===== src/rtl/mesi_line_ctrl.sv =====
`timescale 1ns/1ps
module mesi_line_ctrl #(
  parameter int NLINES = 4,
  parameter int TAGW = 8,
  localparam int WAYW = (NLINES > 1) ? $clog2(NLINES) : 1
) (
  input  logic            clk,
  input  logic            rst_n,
  input  logic            req_valid,
  input  logic [1:0]      req_op,
  input  logic [TAGW-1:0] req_tag,
  input  logic [WAYW-1:0] req_way,
  output logic            cpu_hit,
  output logic            cpu_done,
  output logic            cpu_stall,
  output logic            bus_req,
  output logic [1:0]      bus_cmd,
  output logic [TAGW-1:0] bus_tag,
  input  logic            bus_gnt,
  input  logic            bus_shared_in,
  input  logic            snp_valid,
  input  logic [1:0]      snp_op,
  input  logic [TAGW-1:0] snp_tag,
  output logic            snp_abort,
  output logic            snp_shared_out
);
  localparam logic [1:0] LS_I = 2'd0, LS_S = 2'd1, LS_E = 2'd2, LS_M = 2'd3;
  localparam logic [1:0] OP_RD = 2'd0, OP_WR = 2'd1, OP_EV = 2'd2, OP_NOP = 2'd3;
  localparam logic [1:0] BC_RD = 2'd0, BC_INV = 2'd1, BC_WB = 2'd2;

  typedef enum logic [1:0] {F_IDLE, F_FILL, F_UPG, F_LWB} fsm_t;

  logic [1:0]      st [NLINES];
  logic [TAGW-1:0] tg [NLINES];
  fsm_t            fsm, nxt;
  logic [WAYW-1:0] cur_way, nway, swb_way;
  logic            swb_pend;

  logic            r_hit, s_hit;
  logic [WAYW-1:0] r_way, s_way;
  logic [1:0]      r_st, s_st, c_st;

  always_comb begin
    r_hit = 1'b0; r_way = '0;
    s_hit = 1'b0; s_way = '0;
    for (int i = 0; i < NLINES; i++) begin
      if (st[i] != LS_I && tg[i] == req_tag) begin r_hit = 1'b1; r_way = WAYW'(i); end
      if (st[i] != LS_I && tg[i] == snp_tag) begin s_hit = 1'b1; s_way = WAYW'(i); end
    end
  end

  assign r_st = st[r_way];
  assign s_st = st[s_way];
  assign c_st = st[cur_way];

  logic snp_rd, snp_inv, snp_act;
  assign snp_rd  = snp_valid && snp_op == 2'b00;
  assign snp_inv = snp_valid && snp_op == 2'b01;
  assign snp_act = snp_rd || snp_inv;

  assign snp_abort      = snp_rd && s_hit && s_st == LS_M;
  assign snp_shared_out = snp_rd && s_hit && (s_st == LS_E || s_st == LS_S);

  logic blk_idle, blk_busy;
  assign blk_idle = (snp_act && s_hit && r_hit && s_way == r_way) ||
                    (swb_pend && r_hit && swb_way == r_way);
  assign blk_busy = snp_act && s_hit && s_way == cur_way;

  logic upg_lost, lwb_clean;
  assign upg_lost  = fsm == F_UPG && c_st != LS_S;
  assign lwb_clean = fsm == F_LWB && c_st != LS_M;

  logic loc_req, loc_gnt, swb_gnt;
  assign loc_req = fsm != F_IDLE && !swb_pend && !blk_busy && !upg_lost && !lwb_clean;
  assign loc_gnt = loc_req && bus_gnt;
  assign swb_gnt = swb_pend && bus_gnt;

  assign bus_req = swb_pend || loc_req;
  always_comb begin
    if (swb_pend) begin
      bus_cmd = BC_WB; bus_tag = tg[swb_way];
    end else if (fsm == F_FILL) begin
      bus_cmd = BC_RD; bus_tag = req_tag;
    end else if (fsm == F_UPG) begin
      bus_cmd = BC_INV; bus_tag = tg[cur_way];
    end else begin
      bus_cmd = BC_WB; bus_tag = tg[cur_way];
    end
  end

  logic done, set_m, set_i;
  always_comb begin
    done = 1'b0; set_m = 1'b0; set_i = 1'b0;
    nxt = fsm; nway = cur_way;
    case (fsm)
      F_IDLE: if (req_valid && !blk_idle) begin
        if (req_op == OP_NOP) done = 1'b1;
        else if (req_op == OP_EV) begin
          if (!r_hit) done = 1'b1;
          else if (r_st == LS_M) begin nxt = F_LWB; nway = r_way; end
          else begin set_i = 1'b1; done = 1'b1; end
        end else if (r_hit) begin
          if (req_op == OP_RD) done = 1'b1;
          else if (r_st == LS_S) begin nxt = F_UPG; nway = r_way; end
          else begin done = 1'b1; set_m = 1'b1; end
        end else if (st[req_way] == LS_M) begin
          nxt = F_LWB; nway = req_way;
        end else begin
          nxt = F_FILL; nway = req_way;
        end
      end
      F_FILL: if (loc_gnt) nxt = F_IDLE;
      F_UPG:  if (upg_lost || loc_gnt) nxt = F_IDLE;
      F_LWB:  if (lwb_clean || loc_gnt) nxt = F_IDLE;
      default: nxt = F_IDLE;
    endcase
  end

  assign cpu_done  = done;
  assign cpu_hit   = req_valid && fsm == F_IDLE && req_op != OP_NOP && r_hit;
  assign cpu_stall = req_valid && !done;

  always_ff @(posedge clk) begin
    if (!rst_n) begin
      for (int i = 0; i < NLINES; i++) begin
        st[i] <= LS_I;
        tg[i] <= '0;
      end
      fsm <= F_IDLE;
      cur_way <= '0;
      swb_pend <= 1'b0;
      swb_way <= '0;
    end else begin
      fsm <= nxt;
      cur_way <= nway;
      if (set_m) st[r_way] <= LS_M;
      if (set_i) st[r_way] <= LS_I;
      if (fsm == F_FILL && loc_gnt) begin
        tg[cur_way] <= req_tag;
        st[cur_way] <= bus_shared_in ? LS_S : LS_E;
      end
      if (fsm == F_UPG && loc_gnt) st[cur_way] <= LS_M;
      if (lwb_clean || (fsm == F_LWB && loc_gnt)) st[cur_way] <= LS_I;
      if (swb_gnt) begin
        st[swb_way] <= LS_S;
        swb_pend <= 1'b0;
      end
      if (snp_abort && !swb_pend) begin
        swb_pend <= 1'b1;
        swb_way <= s_way;
      end
      if (snp_shared_out && s_st == LS_E) st[s_way] <= LS_S;
      if (snp_inv && s_hit && s_st == LS_S) st[s_way] <= LS_I;
    end
  end
endmodule



===== config.mk =====
export PLATFORM = sky130hd
export DESIGN_NAME = mesi_line_ctrl
export DESIGN_NICKNAME = d
export VERILOG_FILES = /design/src/rtl/mesi_line_ctrl.sv
export SDC_FILE = /design/constraint.sdc
export NUM_CORES = 1
export LEC_CHECK = 0
export ABC_AREA = 1
export BUFFER_PORTS_ARGS = -buffer_cell sky130_fd_sc_hd__buf_2
export CAP_MARGIN = 30
export CORE_ASPECT_RATIO = 0.6
export CORE_MARGIN = 10
export CORE_UTILIZATION = 51
export CTS_BUF_LIST = sky130_fd_sc_hd__clkbuf_4
export DETAILED_ROUTE_END_ITERATION = 6
export PLACE_DENSITY_LB_ADDON = 0.3
export SYNTH_ARGS = -nofsm -noshare
export SYNTH_HDL_FRONTEND = slang
export SYNTH_SLANG_ARGS = --single-unit

===== constraint.sdc =====
create_clock -name clk -period 4.15 [get_ports clk]
set_clock_uncertainty 0.05 [all_clocks]
set_input_delay 0.6225 -clock clk [delete_from_list [all_inputs] [get_ports clk]]
set_output_delay 0.6225 -clock clk [all_outputs]
set_load 0.01 [all_outputs]

======== Word level (Yosys, flattened, before mapping) ========
Memories as Yosys holds them, arrays and structs flattened. A register that Yosys moved wholly into a read port is not among the register bits.
Index checks and enable logic that the tools add are counted.
cells by class
  multiplexer cells ....................... 111
  reductions and logical operators ........ 68
  equality and inequality tests ........... 39
  bitwise operators ....................... 5
operators by type and width
  cell                count
  $mux 2              45
  $eq 8x8->1          8
  $mux 1              62
  $logic_and 1x1->1   39
  $mux 8              3
  $eq 2x2->1 const B  8
  $ne 2x2->1 const B  6
  $reduce_bool 2->1   6
  $ne 3x3->1 const B  3
  $reduce_and 9->1    1
  $eq 2x1->1 const B  4
  $ne 2x1->1 const B  4
  $ne 4x4->1 const B  2
  $pmux 2 s4          1
  $reduce_or 2->1     4
  $reduce_or 8->1     1
  $logic_or 1x1->1    7
  $reduce_and 7->1    1
  $eq 2x2->1          3
  $logic_not 1->1     6
  $logic_not 2->1     3
  $or 1x1->1          4
  $ne 3x1->1 const B  1
  $not 1->1           1
word-level totals
  logic and storage cells ................. 229
  bits in writable memories ............... 40
  bits of input ports ..................... 28
  bits in registers ....................... 7
  output and inout bits ................... 16
  memories ................................ 2
memory list
  name  depth  width  rd ports  clocked after memory_dff  write ports  line  text
  tg    4      8      6         2                         4            34    logic [TAGW-1:0] tg [NLINES];
  st    4      2      8         1                         4            33    logic [1:0] st [NLINES];

======== Longest topological paths before layout ========
Gate-level depths: netlist of run 1.
An unclocked memory read counts as a cell.
  depth in word-level cells ............... 22
  mapped depth ............................ 26

======== Least setup slack after synthesis of run 1 ========
OpenSTA, ideal clock, no wires.
  path type ............................... input-to-reg
  start point ............................. in snp_tag[6]
  end point ............................... mem st[3][0], data pin
  setup time .............................. 0.263 ns
  stages .................................. 17
  buffers on the path ..................... 1
  required time ........................... 3.837 ns
  data arrival time ....................... 2.821 ns
  setup slack ............................. 1.015 ns
  cells stage by stage .................... buf_2 xnor2_1 nand3b_1 nor2_4 nand2_2 nor2_1 inv_1 o211ai_1 inv_1 ha_1 nor2_1 a31oi_1 inv_1 a21oi_1 nand3_1 o21ai_0 a21oi_2
RTL lines
  what                line  text
  start: declaration  23    input logic [TAGW-1:0] snp_tag,
  end: declaration    33

==> results of run 1 <==
## critical path: cells and delay by family (launching register included)
family                     cells  cell delay (ps)
DFF                            1              520
and+or+nand+nor                5              710
xor gates and xnor gates       1              460
adders and majority gates      1              240
buffers and inverters          3              310
AOI/OAI and AO/OA              2              430
## report_power, final
part | total [mW] | switching (mW) | internal, mW
Clock | 0.316 | 0.187 | 0.129
Sequential | 0.665 | 0.0750 | 0.590
Combinational | 0.809 | 0.545 | 0.264
Total | 1.79 | 0.807 | 0.982
## registers in the layout, summed over array words and instances (netlist names), named ones only
name and count:
st 8, cur_way 2, fsm 2, tg 32
swb_pend 1, swb_way 2
## routing by layer
metal | global-route usage | up-vias | wire length (µm)
li1 | - | 2646 | -
met1 | 0.394 | 2463 | 8960
met2 | 0.309 | 337 | 6850
met3 | 0.102 | 30 | 2860
met4 | 0.0368 | 0 | 189
met5 | 0 | - | 0
## placed cells by master, fill, tap and decap left out, types with 8 or more instances in the layout
cell type	netlist	layout
a21oi_1	47	47
buf_2	1	43
buf_4	6	11
dfxtp_1	15	15
edfxtp_1	36	36
ha_1	8	8
inv_1	95	95
inv_2	22	22
nand2_1	220	220
nand2_2	19	19
nand3_1	33	33
nand3_2	9	9
nor2_1	104	104
nor2_2	15	15
nor3_1	12	12
o21ai_0	46	46
xnor2_1	13	13
## cells by family (layout without fill, tap and decap cells)
family,Yosys count,count (layout),synth area share
adder cells (fa/ha/maj),8,8,0.0196
flip-flops,51,51,0.270
AO/OA/AOI/OAI,129,129,0.145
XOR/XNOR,19,19,0.0325
buffers and inverters,144,184,0.116
AND/OR/NAND/NOR,451,451,0.417
## path summary, 6_finish.rpt
| check | end | slack [ps] |
|---|---|---|
| max | snp_shared_out | 390 |
| min | st[3][1] | 570 |
| max reg2reg | st[3][0] | 480 |
| min reg2reg | st[3][1] | 570 |
## final cells by class
| class | instances | area [µm²] |
|---|---|---|
| Inverter | 121 | 460 |
| Clock buffer | 5 | 37.5 |
| Timing Repair Buffer | 55 | 318 |
| Sequential cell | 51 | 1380 |
| Tap cell | 135 | 169 |
| Clock inverter | 3 | 46.3 |
| Multi-Input combinational cell | 607 | 3160 |
| Fill cell | 993 | 4230 |
## metrics by stage
stage / setup slack (ps) / hold WS (ps) / instance area [µm²] / instances / power (mW)
floorplan: 1020 / 422 / 5120 / 802 / 1.19
global placement: 527 / 497 / 5490 / 969 / 1.45
detailed placement: 432 / 501 / 5490 / 969 / 1.46
CTS: 526 / 524 / 5580 / 977 / 1.77
global route: 171 / 558 / 5580 / 977 / 1.90
finish: 392 / 566 / 5580 / 977 / 1.79
==> metrics.md, run 1 <==
| Metric | Value |
|---|---|
| Crit share post-route | `0.906` |
| Depth of the CTS H-tree | `2` |
| Startpoint Class | `flop` |
| Most used DFF post-synth | `edfxtp_1` |
| Number of cells on the worst hold path | `2` |
| Post-synthesis register bit count | `51` |
| DRT Pass-1 Iters | `6` |
| Critical Path RT | `3480 ps` |
| Post-synth top area share | `0.211` |
| Count leader, synth | `nand2_1` |
| Largest net degree at the start of global routing | `27` |
| Slowest stage delay, CP | `520 ps` |
| Initial core utilization | `0.522` |
| WP data arrival | `3090 ps` |
| Reg-to-reg startpoint | `tg[1][6]` |
| Cells after Synth | `802` |
| 1st-iter DRT viols | `702` |
| Maximum Capacitance Violations | `0` |
| Antenna violations before repair | `0` |
| Hold buffers post-CTS | `0` |
| Routed via count | `5,476` |
| Commonest cells post-synth | `nand2_1 (220), nor2_1 (104), inv_1 (95)` |
| Overall Global Routing Usage | `0.253` |
| Synth cell types | `55` |
| Area grow syn2layout | `8.90%` |
| Layout cells sized above 1 | `0.190` |
| Min-Delay Startpoint | `st[3][1]` |
| Drt drc | `0` |
| Avg Inst Size Synth | `6.38 µm²` |
| Vias in the first global route | `5,000` |
| Post-CTS Resized | `0` |
| Clock buffer depth | `2` |
| Slowest stage cell on the critical path | `edfxtp_1` |
| Peak VDD IR | `0.463 mV` |
| Worst-margin pin slew | `973 ps` |
| Fin. Hold Viols | `0` |
| I/O Buffers | `43` |
| Endpoint class of the critical path | `output pin` |
| Cell row count | `28` |
| Setup CP Type | `flop to output pin` |
| Yosys warns | `0` |
| Clock sinks | `51` |
| Max_slew headroom | `0.350` |
| Path depth of the worst reg2reg path | `17` |
| Outcome | `finished clean` |
| Max-slew violations | `0` |
| Routability cong. | `1.04` |
| Ranking of synthesized cells by area | `edfxtp_1 (21%), nand2_1 (16%), nor2_1 (7.6%), inv_1 (7.0%), dfxtp_1 (5.9%)` |
| Detailed placement HPWL | `15.3 mm` |
| Yosys top cell by area | `edfxtp_1` |
| Async SR Flop Fraction | `0` |
| First-pass GRT wire length | `28.6 mm` |
| Worst Hold Class | `flop to flop` |
| Power per cell area | `321 nW/µm²` |
| Tmin final | `3760 ps` |
| GRT overflow | `0` |
| CTS tree | `done` |
| TNS Setup | `0 ps` |
| Unrepaired setup endpoints after global routing | `false` |
| Clock root cell | `clkbuf_4` |
| Postcts setup bufs | `0` |
| Leakage | `2.62 nW` |
| Finished Core Util | `0.568` |
| Die Y | `97.6 µm` |
| Die area | `14,600 µm²` |
| Mapped Area | `5120 µm²` |
| Crit-path max FO | `4` |
| Max Clk Rate | `266 MHz` |
| Via density | `5.60` |
| Final net count | `877` |
| Worst-path cell chain | `xnor2_1 -> nand3b_1 -> nor2_4 -> nand2_2 -> nand2_2 -> inv_1 -> o21ai_0 -> o211ai_1 -> inv_1 -> ha_1 -> nor2_1 -> buf_2` |
| Crit path from | `tg[1][6]` |
| ANT nets after route | `0` |
| Ant. Diodes | `0` |
| Setup violations, final | `0` |
| Die width | `149 µm` |
| Seq/Total Area, Yosys | `0.270` |
| Worst-Skew Late Latency | `400 ps` |
| Routed wire length | `18.9 mm` |
| # IOs | `44` |
| Wire length per cell | `19.3 µm` |
| Core Region | `9810 µm²` |
| EDFF count, synth | `36` |
| TritonCTS Buffers | `5` |
| CTS clock-pin slew for the worst setup and hold paths | `180 ps` |
| Mapped Nets | `838` |
Power figures use the tool's default switching activity.
==> run 2: changes to the inputs <==
- CORE_ASPECT_RATIO: 0.6 -> 1.5
==> run 2 against run 1 <==
Power shrank 6.4%. Critical path depth grew 5. Sequential power is essentially flat. Cell area shrank 2.4%. Die area shrank 0.33%. Flip-flop and latch count is the same. Setup slack lost 25 ps. Clock-buffer cell count is the same. Combinational power shrank 5.1%.
==> metrics.md, run 2 (synthesized netlist as in run 1, its figures left out) <==
| Metric | Value |
|---|---|
| Outcome | `finished clean` |
| Detailed placement HPWL | `15.2 mm (-1.0%)` |
| 1st-iter DRT viols | `437 (-38%)` |
| Max_slew headroom | `0.440 (+0.0897)` |
| Startpoint Class | `flop` |
| Path depth of the worst reg2reg path | `20 (+3)` |
| WHS | `491 ps (-74.8 ps)` |
| Depth of the CTS H-tree | `2 (unchanged)` |
| Tmin final | `3780 ps (+25.4 ps)` |
| Core Region | `9740 µm² (-0.66%)` |
| First-pass GRT wire length | `28.6 mm (-0.15%)` |
| Vias in the first global route | `5,497 (+9.9%)` |
| Hold buffers post-CTS | `0 (unchanged)` |
| Setup ws final | `366 ps (-25.4 ps)` |
| GRT overflow | `0 (unchanged)` |
| Worst-Skew Late Latency | `410 ps (about the same)` |
| TritonCTS Buffers | `5 (unchanged)` |
| Ant. Diodes | `0 (unchanged)` |
| Final net count | `870 (-0.80%)` |
| Drt drc | `0 (unchanged)` |
| Cell row count | `44 (+57%)` |
| Worst-path cell chain | `inv_1 -> nand2_1 -> nand2_1 -> nor2_1 -> nand3_2 -> nor2_4 -> inv_4 -> nand2_4 -> nor2_2 -> nor2_2 -> nand2_1 -> nand2_1 -> nor4_1 -> or2_2 -> inv_1 -> nor2_1 -> buf_2` |
| WP data arrival | `3110 ps (+20 ps)` |
| Postcts setup bufs | `0 (unchanged)` |
| Area grow syn2layout | `6.23%` |
| Routability cong. | `1.04 (+0.39%)` |
| Setup CP Type | `flop to output pin` |
| CTS clock-pin slew for the worst setup and hold paths | `180 ps (about the same)` |
| Crit path from | `tg[3][0]` |
| Placed cells | `942 (-2.8%)` |
| Most common cell after layout, fill and taps aside | `nand2_1` |
| Clock buffer depth | `2 (unchanged)` |
| Unrepaired setup endpoints after global routing | `false` |
| Post-CTS Resized | `0 (unchanged)` |
| DP Worst Slack | `487 ps (+54.6 ps)` |
| TNS Setup | `0 ps (unchanged)` |
| Layout cells sized above 1 | `0.182 (-0.00799)` |
| Crit-path max FO | `7 (+3)` |
| Wire length per cell | `19.6 µm (+1.4%)` |
| Maximum Capacitance Violations | `0 (unchanged)` |
| Max Clk Rate | `264 MHz (-0.67%)` |
| Top cell by count, worst path | `nand2_1` |
| Critical Path RT | `3480 ps (about the same)` |
| Worst Hold Class | `input pin to flop` |
| Max-slew violations | `0 (unchanged)` |
| Die area | `14,500 µm² (-0.33%)` |
| Min-Delay Startpoint | `bus_gnt` |
| Fin. Hold Viols | `0 (unchanged)` |
| Clock root cell | `clkbuf_4` |
| ANT nets after route | `0 (unchanged)` |
| Peak VDD IR | `0.249 mV (-46%)` |
| Die width | `102 µm (-32%)` |
| DRT Pass-1 Iters | `5 (-1)` |
| Power per cell area | `308 nW/µm² (-4.0%)` |
| Die Y | `143 µm (+46%)` |
| Routed wire length | `18.6 mm (-1.4%)` |
| Clock sinks | `51 (unchanged)` |
| Max FFs per register | `32 (unchanged)` |
| Reg-to-reg startpoint | `st[1][1]` |
| Slowest stage cell on the critical path | `edfxtp_1` |
| CTS tree | `done` |
| Cell Count, Final, Fillers Out | `950 (-2.8%)` |
| Routed via count | `5,638 (+3.0%)` |
| Crit share post-route | `0.912 (+0.00613)` |
| Slowest stage delay, CP | `540 ps (+20 ps)` |
| Biggest register | `tg` |
| Antenna violations before repair | `1 (+1)` |
| Initial core utilization | `0.525 (+0.00348)` |
| Leakage | `2.55 nW (-2.4%)` |
| Largest net degree at the start of global routing | `27 (unchanged)` |
| Largest registers | `tg: 32 flops, st: 8 flops` |
| I/O Buffers | `43 (unchanged)` |
| Endpoint class of the critical path | `output pin` |
| Via density | `5.93 (+5.9%)` |
| Worst-margin pin slew | `839 ps (-134 ps)` |
| Number of cells on the worst hold path | `3 (+1)` |
| Setup violations, final | `0 (unchanged)` |
| Overall Global Routing Usage | `0.255 (+0.00253)` |
| # IOs | `44 (unchanged)` |
| Commonest cells after routing, fill and taps aside | `nand2_1 (220), nor2_1 (104), inv_1 (95)` |
==> run 2: final cells by class <==
| type | count | area [µm²] |
|---|---|---|
| tap | 115 | 144 |
| multi-input combinational | 607 | 3140 |
| fill | 986 | 4310 |
| timing repair buffer | 48 | 253 |
| clock buffer | 5 | 37.5 |
| inverter | 121 | 460 |
| clock inverter | 3 | 18.8 |
| sequential | 51 | 1380 |
==> run 2: where the power goes <==
part / total [mW] / switching [mW] / leakage (nW) / internal (mW)
Clock: 0.244 / 0.178 / 0.0358 / 0.0666
Combinational: 0.768 / 0.512 / 2.02 / 0.256
Sequential: 0.663 / 0.0737 / 0.494 / 0.590
Total: 1.68 / 0.764 / 2.55 / 0.912
==> run 2: critical path, delay by kind of cell, from the launching register on <==
family        cells  cell delay, ps
buf+inv           4             550
simple gates     13            1600
flops             1             540
==> run 2: final timing paths <==
check              endpoint  slack, ps
setup reg to reg   st[3][0]        540
setup / recovery  cpu_stall        370
hold reg to reg    st[2][1]        540
hold / removal     swb_pend        490
==> run 2: per-layer routing <==
layer	GRT usage	part of all wire	vias to the layer above
met5	0	0.00038	-
met4	0.247	0.11	2
met3	0.0401	0.063	107
met2	0.447	0.50	311
met1	0.245	0.33	2591
li1	-	-	2627
==> run 2: stage by stage <==
stage / area [µm²] / utilization / power, mW
6_report: 5440 / 0.558 / 1.68
5_1_grt: 5440 / 0.558 / 1.79
4_1_cts: 5440 / 0.558 / 1.67
3_5_place_dp: 5380 / 0.552 / 1.43
3_3_place_gp: 5380 / 0.552 / 1.41
2_1_floorplan: 5120 / - / 1.19
